--- config.mk ---
export PLATFORM = sky130hd
export DESIGN_NAME = vfs_sequencer
export DESIGN_NICKNAME = d
export VERILOG_FILES = /design/src/rtl/vfs_pkg.sv /design/src/rtl/vfs_level_clamp.sv /design/src/rtl/vfs_req_hold.sv /design/src/rtl/vfs_settle_timer.sv /design/src/rtl/vfs_sequencer.sv
export SDC_FILE = /design/constraint.sdc
export NUM_CORES = 1
export LEC_CHECK = 0
export BUFFER_PORTS_ARGS = -buffer_cell sky130_fd_sc_hd__buf_4
export CAP_MARGIN = 20
export CORE_MARGIN = 5
export CORE_UTILIZATION = 50
export CTS_BUF_LIST = sky130_fd_sc_hd__clkbuf_8
export CTS_CLUSTER_DIAMETER = 150
export CTS_CLUSTER_SIZE = 28
export DETAILED_ROUTE_END_ITERATION = 8
export GPL_ROUTABILITY_DRIVEN = 1
export PLACE_DENSITY = 0.72
export SYNTH_ARGS = -nofsm -noshare
export SYNTH_HDL_FRONTEND = slang
export SYNTH_SLANG_ARGS = --single-unit
--- constraint.sdc ---
create_clock -name clk -period 2.85 [get_ports clk]
set_input_delay 0.57 -clock clk [delete_from_list [all_inputs] [get_ports clk]]
set_output_delay 0.57 -clock clk [all_outputs]
set_load 0.02 [all_outputs]
--- src/rtl/vfs_pkg.sv ---
package vfs_pkg;
  typedef enum logic [2:0] {
    ST_REST,
    ST_SLOW_CLK,
    ST_LOWER_V,
    ST_RAISE_V,
    ST_SETTLE,
    ST_FAST_CLK,
    ST_FINISH
  } seq_state_e;
endpackage

--- src/rtl/vfs_level_clamp.sv ---
module vfs_level_clamp #(
  parameter int LEVEL_W   = 3,
  parameter int MIN_LEVEL = 2
) (
  input  logic [LEVEL_W-1:0] raw_level,
  output logic [LEVEL_W-1:0] safe_level
);
  localparam logic [LEVEL_W-1:0] FLOOR = LEVEL_W'(MIN_LEVEL);

  always_comb begin
    safe_level = (raw_level < FLOOR) ? FLOOR : raw_level;
  end

  always_comb begin
    a_r8_floor: assert (safe_level >= FLOOR);
  end
endmodule

--- src/rtl/vfs_req_hold.sv ---
module vfs_req_hold #(
  parameter int LEVEL_W = 3
) (
  input  logic               clk,
  input  logic               rst,
  input  logic               in_valid,
  input  logic [LEVEL_W-1:0] in_level,
  input  logic               take,
  output logic               held_valid,
  output logic [LEVEL_W-1:0] held_level
);
  always_ff @(posedge clk) begin
    if (rst) begin
      held_valid <= 1'b0;
      held_level <= '0;
    end else if (in_valid) begin
      held_valid <= 1'b1;
      held_level <= in_level;
    end else if (take) begin
      held_valid <= 1'b0;
    end
  end

  // a strobe is never lost, even when a held request is consumed the same cycle
  a_r7_strobe_held: assert property (@(posedge clk) disable iff (rst)
    in_valid |=> held_valid);
endmodule

--- src/rtl/vfs_settle_timer.sv ---
module vfs_settle_timer #(
  parameter int SETTLE_W = 16
) (
  input  logic                clk,
  input  logic                rst,
  input  logic                load,
  input  logic [SETTLE_W-1:0] load_val,
  input  logic                tick,
  output logic                expired
);
  logic [SETTLE_W-1:0] remain;

  always_ff @(posedge clk) begin
    if (rst) begin
      remain <= '0;
    end else if (load) begin
      remain <= load_val;
    end else if (tick && remain != '0) begin
      remain <= remain - 1'b1;
    end
  end

  assign expired = (remain == '0);

  // no progress without a tick
  a_r4_hold_without_tick: assert property (@(posedge clk) disable iff (rst)
    (!load && !tick) |=> $stable(remain));
endmodule

--- src/rtl/vfs_sequencer.sv ---
module vfs_sequencer #(
  parameter int LEVEL_W   = 3,
  parameter int MIN_LEVEL = 2,
  parameter int SETTLE_W  = 16,
  parameter bit USE_READY = 1'b1
) (
  input  logic                clk,
  input  logic                rst,
  input  logic                req_valid,
  input  logic [LEVEL_W-1:0]  req_level,
  input  logic [SETTLE_W-1:0] settle_cycles,
  input  logic                reg_ready,
  input  logic                tick,
  output logic                req_ack,
  output logic [LEVEL_W-1:0]  volt_code,
  output logic [LEVEL_W-1:0]  clk_div
);
  import vfs_pkg::*;

  localparam logic [LEVEL_W-1:0] TOP = LEVEL_W'((1 << LEVEL_W) - 1);

  seq_state_e         state;
  logic [LEVEL_W-1:0] cur_lvl, tgt_lvl, safe_lvl, held_lvl;
  logic               rising, held_v, take, tmr_load, tmr_done, ready_ok;

  vfs_level_clamp #(.LEVEL_W(LEVEL_W), .MIN_LEVEL(MIN_LEVEL)) u_clamp (
    .raw_level (req_level),
    .safe_level(safe_lvl)
  );

  vfs_req_hold #(.LEVEL_W(LEVEL_W)) u_hold (
    .clk       (clk),
    .rst       (rst),
    .in_valid  (req_valid),
    .in_level  (safe_lvl),
    .take      (take),
    .held_valid(held_v),
    .held_level(held_lvl)
  );

  vfs_settle_timer #(.SETTLE_W(SETTLE_W)) u_timer (
    .clk     (clk),
    .rst     (rst),
    .load    (tmr_load),
    .load_val(settle_cycles),
    .tick    (tick),
    .expired (tmr_done)
  );

  generate
    if (USE_READY) begin : g_ready
      assign ready_ok = reg_ready;
    end else begin : g_no_ready
      assign ready_ok = 1'b1;
    end
  endgenerate

  assign take     = (state == ST_REST) && held_v;
  assign tmr_load = (state == ST_LOWER_V) || (state == ST_RAISE_V);

  always_ff @(posedge clk) begin
    if (rst) begin
      state     <= ST_REST;
      cur_lvl   <= TOP;
      tgt_lvl   <= TOP;
      rising    <= 1'b0;
      volt_code <= TOP;
      clk_div   <= '0;
      req_ack   <= 1'b0;
    end else begin
      req_ack <= 1'b0;
      case (state)
        ST_REST: begin
          if (held_v) begin
            tgt_lvl <= held_lvl;
            if (held_lvl < cur_lvl) begin
              rising <= 1'b0;
              state  <= ST_SLOW_CLK;
            end else if (held_lvl > cur_lvl) begin
              rising <= 1'b1;
              state  <= ST_RAISE_V;
            end else begin
              state <= ST_FINISH;
            end
          end
        end
        ST_SLOW_CLK: begin
          clk_div <= TOP - tgt_lvl;
          state   <= ST_LOWER_V;
        end
        ST_LOWER_V, ST_RAISE_V: begin
          volt_code <= tgt_lvl;
          state     <= ST_SETTLE;
        end
        ST_SETTLE: begin
          if (tmr_done && ready_ok) begin
            state <= rising ? ST_FAST_CLK : ST_FINISH;
          end
        end
        ST_FAST_CLK: begin
          clk_div <= TOP - tgt_lvl;
          state   <= ST_FINISH;
        end
        ST_FINISH: begin
          cur_lvl <= tgt_lvl;
          req_ack <= 1'b1;
          state   <= ST_REST;
        end
        default: state <= ST_REST;
      endcase
    end
  end

  // supply always covers the clock speed
  a_r9_volt_covers_clk: assert property (@(posedge clk) disable iff (rst)
    volt_code >= (TOP - clk_div));

  // voltage only moves in the voltage-step states
  a_r3_volt_step_only: assert property (@(posedge clk) disable iff (rst)
    !$stable(volt_code) |-> ($past(state) == ST_LOWER_V || $past(state) == ST_RAISE_V));

  // clock only moves in the clock-step states
  a_r2_clk_step_only: assert property (@(posedge clk) disable iff (rst)
    !$stable(clk_div) |-> ($past(state) == ST_SLOW_CLK || $past(state) == ST_FAST_CLK));

  // acknowledge is one cycle wide
  a_r10_ack_pulse: assert property (@(posedge clk) disable iff (rst)
    req_ack |=> !req_ack);

  // an equal request goes straight to finish without touching the codes
  a_r6_equal_quiet: assert property (@(posedge clk) disable iff (rst)
    (state == ST_FINISH && $past(state) == ST_REST) |-> ($stable(volt_code) && $stable(clk_div)));

  // the settle state is never left while the regulator is not ready
  a_r5_wait_ready: assert property (@(posedge clk) disable iff (rst)
    (state == ST_SETTLE && USE_READY && !reg_ready) |=> (state == ST_SETTLE));
endmodule

==> summary.txt, run 1 <==
Logic synthesis
  • Largest family of logic cells by synthesized area: simple AND/OR/NAND/NOR gates
  • Syn_nets: 269
  • Post-synthesis mux area share: 0.0151
  • Count of flip-flops with a built-in enable after synthesis: 0
  • Mapped cell area: 0.00198 mm2
  • Post-Synthesis Cells: 241
  • Seq cells post-synth: 37
  • Yosys top cell area share: 0.374
  • Avg Inst Size Synth: 8.23 um2
  • Most used DFF post-synth: dfxtp_1
  • Register area share after synthesis: 0.374
  • Synth cell types: 49
  • Post-synthesis adder-cell area fraction: 0.0252
  • Synth Warn #: 0
  • Synth area leaders: dfxtp_1 37%, nand3_1 5.6%, nand2_1 4.4%, nor2_1 4.0%, o21ai_0 3.3%
  • Area fraction in compound gates after synthesis: 0.187
  • XOR/XNOR Fraction of Synth Area: 0.0132
  • Async S/R FF share, synth: 0
  • Post-Synth Simple-Gate Area: 0.334
  • Post-synth top area cell: dfxtp_1

Final layout
  • Fill cells: 338
  • Leading cell type in the layout, fill and taps excluded: dfxtp_1
  • Final net count: 295
  • Number of diodes: 0
  • Share of cells above drive strength 1: 0.175
  • Most frequent cells in the layout: 37 x dfxtp_1, 32 x buf_4, 23 x nand2_1, 22 x nand3_1, 21 x nor2_1
  • Finished Cell Area: 0.00233 mm2
  • Syn-to-layout area delta: 17.3%
  • Fin cells: 316

Clock network
  • Clock Tree Buf Depth: 2
  • TritonCTS Sinks: 37
  • CTS tree: done
  • CTS Root Cell: clkbuf_8
  • TritonCTS Buffers: 5
  • H-Tree Depth: 2
  • Clock-pin slew on the worst setup and hold paths: 0.08 ns
  • Post-CTS Repair Setup Buffers: 0
  • Post-CTS Hold Buffers: 0
  • Clock latency on the worst-skew pair: 0.29 ns
  • PostCTS Resize Cnt: 0

GRT
  • Global route overflow: 0
  • First-pass GRT wire length: 8100 um
  • Largest net degree at the start of global routing: 24
  • Total track usage: 0.192
  • Initial antenna violation count: 0
  • Via count of the first global-routing pass: 1720

Critical path
  • Req. time, crit path: 3.08 ns
  • Slowest CP cell: or3_1
  • Worst r2r src: u_timer.remain[0]$_SDFFE_PP0P_
  • Reg-to-reg setup timing slack: 0.83 ns
  • Worst R2R Path Depth: 6
  • Setup crit end kind: flop
  • Crit Path Class: reg -> reg
  • RR Endpoint: u_timer.remain[14]$_SDFFE_PP0P_
  • Max FO, Critical Path: 7
  • Critical path cell sequence: inv_1 -> ha_1 -> nor3b_2 -> nand4_1 -> or3_1 -> a31oi_1
  • Crit path arrival time: 2.25 ns
  • Max incr delay on CP: 0.45 ns
  • Cell family with most CP delay: simple AND/OR/NAND/NOR gates
  • CP Buf/Inv Count: 1
  • Crit start category: flop

Timing
  • Slew headroom: 0.544
  • Setup TNS: 0 ns
  • Final Skew: 0.00648 ns
  • Fin crit period: 2.02 ns
  • Max Clk Rate: 0.495 GHz
  • RSZ-0062 raised after global routing: no
  • Worst slew pin tran: 0.683 ns
  • Final period utilization: 0.708
  • Max-slew violation count: 0
  • Final Hold Viols: 0
  • Setup violators final: 0

Placement
  • PortBufs: 30
  • RD Place Congestion: 0.885
  • Placed inst area: 0.00221 mm2
  • Placed Cells: 308
  • Post-DP HPWL: 3400 um

Route
  • Vias per Instance: 5.94
  • Via count: 1876
  • 1st-pass router iterations: 4
  • Per-cell routed wire length: 15.2 um
  • DR iter-0 viols: 205
  • DRT antenna net count: 0
  • Drt drc: 0
  • Final WL: 4800 um

Hold path
  • Worst Hold End: cur_lvl[2]$_SDFFE_PP1P_
  • Hold depth: 2
  • HP Class: reg -> reg
  • Beginning of the worst hold path: cur_lvl[2]$_SDFFE_PP1P_

Pwr
  • Maximum VDD drop: 0.435 mV
  • Static leakage: 0.956 nW
  • Total power: 2.54 mW
  • PD cells: 1090 mW/mm2

Die
  • Core Rows: 22
  • Core region area: 0.00374 mm2
  • Die H: 73.0 um
  • Die width: 73.0 um
  • Initial Util: 0.530
  • Die area: 0.00533 mm2
  • I/O pins: 31

Run
  • Max-cap violation count: 0

Run status
  • Status: complete, no violations
-- worst register-to-register path: cells and delay by family, from the launching register on --
kind,cells,cell delay [ns]
buffers and inverters,1,0.12
adders and majority gates,1,0.20
and+or+nand+nor,3,1.12
DFF,1,0.36
AOI/OAI and AO/OA,1,0.15
-- layer usage --
layer / up-vias / share of wire / global-route usage
li1: 957 / - / -
met1: 847 / 0.46 / 0.261
met2: 64 / 0.46 / 0.298
met3: 8 / 0.068 / 0.0523
met4: 0 / 0.014 / 0.0553
met5: - / 0 / 0
-- cells by family (layout without fill, tap and decap cells) --
| group | Yosys count | in the layout |
|---|---|---|
| DFF | 37 | 37 |
| buffers and inverters | 22 | 49 |
| AOI/OAI and AO/OA | 57 | 57 |
| and+or+nand+nor | 115 | 115 |
| xor gates and xnor gates | 3 | 3 |
| adders and majority gates | 4 | 4 |
| muxes | 3 | 3 |
-- Yosys cell counts (3+ instances only) --
master and instances:
nand4_1 8, nor2b_1 3, o21ai_0 13, mux2i_1 3, and2_1 3, o211ai_1 6, or3_1 5, a21oi_1 9
nand2b_1 3, inv_1 9, nor3_1 4, nand3_1 22, a31oi_1 9, buf_2 4, nor2_1 21, clkbuf_1 6
and3_1 3, or4_1 4, nand2_1 23, ha_1 4, nor4_1 3, dfxtp_1 37
-- worst max path at each step --
stage                                               from                               to  slack [ns]  cells past startpoint
after global placement                              tick  u_timer.remain[11]$_SDFFE_PP0P_        0.93                      5
after detailed placement  u_timer.remain[0]$_SDFFE_PP0P_  u_timer.remain[14]$_SDFFE_PP0P_        0.88                      6
final                     u_timer.remain[0]$_SDFFE_PP0P_  u_timer.remain[14]$_SDFFE_PP0P_        0.83                      6
after CTS                 u_timer.remain[0]$_SDFFE_PP0P_  u_timer.remain[14]$_SDFFE_PP0P_        0.86                      6
after floorplan           u_timer.remain[0]$_SDFFE_PP0P_  u_timer.remain[11]$_SDFFE_PP0P_        1.02                      7
after global routing      u_timer.remain[0]$_SDFFE_PP0P_  u_timer.remain[14]$_SDFFE_PP0P_        0.65                      6
-- sequential cells by signal, indices dropped and copies added, names as in the netlist, 3 cells and up --
signal             count
state                  3
cur_lvl                3
tgt_lvl                3
u_hold.held_level      3
clk_div                3
u_timer.remain        16
volt_code              3
-- cell type report --
type / count / area (um2) / share of cell area
Clock buffer: 5 / 68.8 / 0.0296
Multi-Input combinational cell: 182 / 1140 / 0.490
Tap cell: 48 / 60.1 / 0.0258
Clock inverter: 3 / 42.5 / 0.0183
Timing Repair Buffer: 32 / 240 / 0.103
Inverter: 9 / 33.8 / 0.0145
Sequential cell: 37 / 741 / 0.318
-- power by group --
part | leakage [nW] | internal (mW) | switching (mW)
registers | 0.303 | 0.657 | 0.220
clock network | 0.0595 | 0.259 | 0.196
logic | 0.594 | 0.510 | 0.702
-- through the flow --
step / hold WS [ns] / util / worst slack (ns)
final: 0.479 / 0.621 / 0.831
after global placement: 0.458 / 0.592 / 0.932
after CTS: 0.477 / 0.621 / 0.859
after detailed placement: 0.462 / 0.592 / 0.877
after floorplan: 0.441 / - / 1.02
after global routing: 0.495 / 0.621 / 0.651
Power figures use the tool's default switching activity.
==> run 2, diff against run 1 <==
==> constraint.sdc (replaced) <==
create_clock -name clk -period 2 [get_ports clk]
set_input_delay 0.4 -clock clk [delete_from_list [all_inputs] [get_ports clk]]
set_output_delay 0.4 -clock clk [all_outputs]
set_load 0.02 [all_outputs]
==> run 2 against run 1 <==
  * Die area unchanged
  * Global-route usage up 0.058 points
  * Setup slack worse by 0.68 ns
  * Critical path depth unchanged
  * Via count up 1.6%
  * Clock power up 40%
  * Largest cell class unchanged
==> summary.txt, run 2 (synthesized netlist as in run 1, its figures left out) <==
GRT
  • Initial antenna violation count: 0
  • Via count of the first global-routing pass: 1786
  • Largest net degree at the start of global routing: 23
  • Global route overflow: 0
  • First-pass GRT wire length: 8090 um
  • Total track usage: 0.193

Timing
  • Worst Setup Slack, final: 0.156 ns
  • Final period utilization: 0.922
  • Final Skew: 0.0103 ns
  • Slew headroom: 0.658
  • Fin crit period: 1.84 ns
  • Max-slew violation count: 0
  • Worst slew pin tran: 0.514 ns
  • RSZ-0062 raised after global routing: no
  • Setup TNS: 0 ns
  • Final Hold Viols: 0
  • Setup violators final: 0
  • Max Clk Rate: 0.542 GHz

Critical path
  • Crit Path Class: reg -> reg
  • Critical path cell sequence: inv_1 -> ha_1 -> nor3b_4 -> and4_1 -> a2111oi_0 -> or3b_1
  • Crit start category: flop
  • Worst R2R Path Depth: 6
  • Req. time, crit path: 2.17 ns
  • Max FO, Critical Path: 6
  • Reg-to-reg setup timing slack: 0.16 ns
  • Crit path arrival time: 2.01 ns
  • CP Launch Point: u_timer.remain[0]$_SDFFE_PP0P_
  • Slowest CP cell: and4_1
  • Setup crit end kind: flop
  • RR Endpoint: u_timer.remain[13]$_SDFFE_PP0P_
  • Max incr delay on CP: 0.35 ns
  • End point of the critical path: u_timer.remain[13]$_SDFFE_PP0P_
  • Worst r2r src: u_timer.remain[0]$_SDFFE_PP0P_

Route
  • DR iter-0 viols: 200
  • DRT antenna net count: 0
  • Vias per Instance: 5.90
  • 1st-pass router iterations: 4
  • Final WL: 4920 um
  • Via count: 1906
  • Drt drc: 0
  • Per-cell routed wire length: 15.2 um

Placement
  • DP Worst Slack: 0.139 ns
  • PortBufs: 30
  • Post-DP HPWL: 3520 um
  • Placed Cells: 315
  • RD Place Congestion: 0.870

Pwr
  • Maximum VDD drop: 0.711 mV
  • Total power: 3.78 mW
  • Static leakage: 0.991 nW
  • PD cells: 1590 mW/mm2

Die
  • Initial Util: 0.530
  • Die H: 73.0 um
  • I/O pins: 31
  • Core region area: 0.00374 mm2
  • Die width: 73.0 um
  • Core Rows: 22
  • Die area: 0.00533 mm2

Clock network
  • Clock Tree Buf Depth: 2
  • H-Tree Depth: 2
  • PostCTS Resize Cnt: 0
  • Clock latency on the worst-skew pair: 0.29 ns
  • TritonCTS Sinks: 37
  • CTS Root Cell: clkbuf_8
  • Post-CTS Repair Setup Buffers: 0
  • TritonCTS Buffers: 5
  • Post-CTS Hold Buffers: 0
  • CTS tree: done
  • Clock-pin slew on the worst setup and hold paths: 0.08 ns

Final layout
  • Fin cells: 323
  • Number of diodes: 0
  • Max reg flops: 16
  • Most frequent cells in the layout: 39 x buf_4, 37 x dfxtp_1, 23 x nand2_1, 22 x nand3_1, 21 x nor2_1
  • Reg with most FFs: u_timer.remain
  • Share of cells above drive strength 1: 0.196
  • Final net count: 302
  • Core Util, Final: 0.637
  • Syn-to-layout area delta: 20.3%
  • Leading cell type in the layout, fill and taps excluded: buf_4
  • Fill cells: 370

Run
  • Max-cap violation count: 0

Run status
  • Status: complete, no violations

Hold path
  • HP Class: in -> reg
run 2: worst min path at each step:
| stage | start | cells after the start | to |
|---|---|---|---|
| global route | req_level[2] | 2 | u_hold.held_level[1]$_SDFFE_PP0P_ |
| finish | req_level[2] | 2 | u_hold.held_level[1]$_SDFFE_PP0P_ |
| CTS | req_level[2] | 2 | u_hold.held_level[1]$_SDFFE_PP0P_ |
| floorplan | cur_lvl[2]$_SDFFE_PP1P_ | 2 | cur_lvl[2]$_SDFFE_PP1P_ |
| detailed placement | volt_code[2]$_SDFFE_PP1N_ | 2 | volt_code[2]$_SDFFE_PP1N_ |
| global placement | u_hold.held_level[0]$_SDFFE_PP0P_ | 2 | u_hold.held_level[0]$_SDFFE_PP0P_ |
run 2: area by class of cell:
| class | count | area, um2 | area share |
|---|---|---|---|
| Multi-Input combinational cell | 182 | 1150 | 0.481 |
| Sequential cell | 37 | 741 | 0.311 |
| Timing Repair Buffer | 39 | 293 | 0.123 |
| Clock buffer | 5 | 68.8 | 0.0289 |
| Tap cell | 48 | 60.1 | 0.0252 |
| Clock inverter | 3 | 42.5 | 0.0178 |
| Inverter | 9 | 33.8 | 0.0142 |
run 2: stage by stage:
stage | hold slack (ns) | area [um2]
floorplan | 0.441 | 1980
global placement | 0.456 | 2270
detailed placement | 0.461 | 2270
CTS | 0.314 | 2380
global route | 0.308 | 2380
finish | 0.325 | 2380
run 2: power by group:
| group | internal, mW | leakage (nW) | switching [mW] |
|---|---|---|---|
| clock | 0.369 | 0.0595 | 0.269 |
| combinational | 0.839 | 0.629 | 1.09 |
| sequential | 0.936 | 0.303 | 0.276 |
| total | 2.14 | 0.991 | 1.64 |
run 2: critical path, delay by kind of cell (launching register included):
family	cells	cell delay, ns
and+or+nand+nor	3	0.98
DFF	1	0.31
adders and majority gates	1	0.20
AOI/OAI and AO/OA	1	0.13
buffers and inverters	1	0.10
run 2: per-layer routing:
metal  vias up  part of all wire  wire length (um)  global-route usage
met5         -                 0                 0                   0
met4         0             0.013                65              0.0676
met3         6             0.066               324              0.0592
met2        57              0.49              2390               0.316
met1       881              0.43              2130               0.238
li1        962                 -                 -                   -
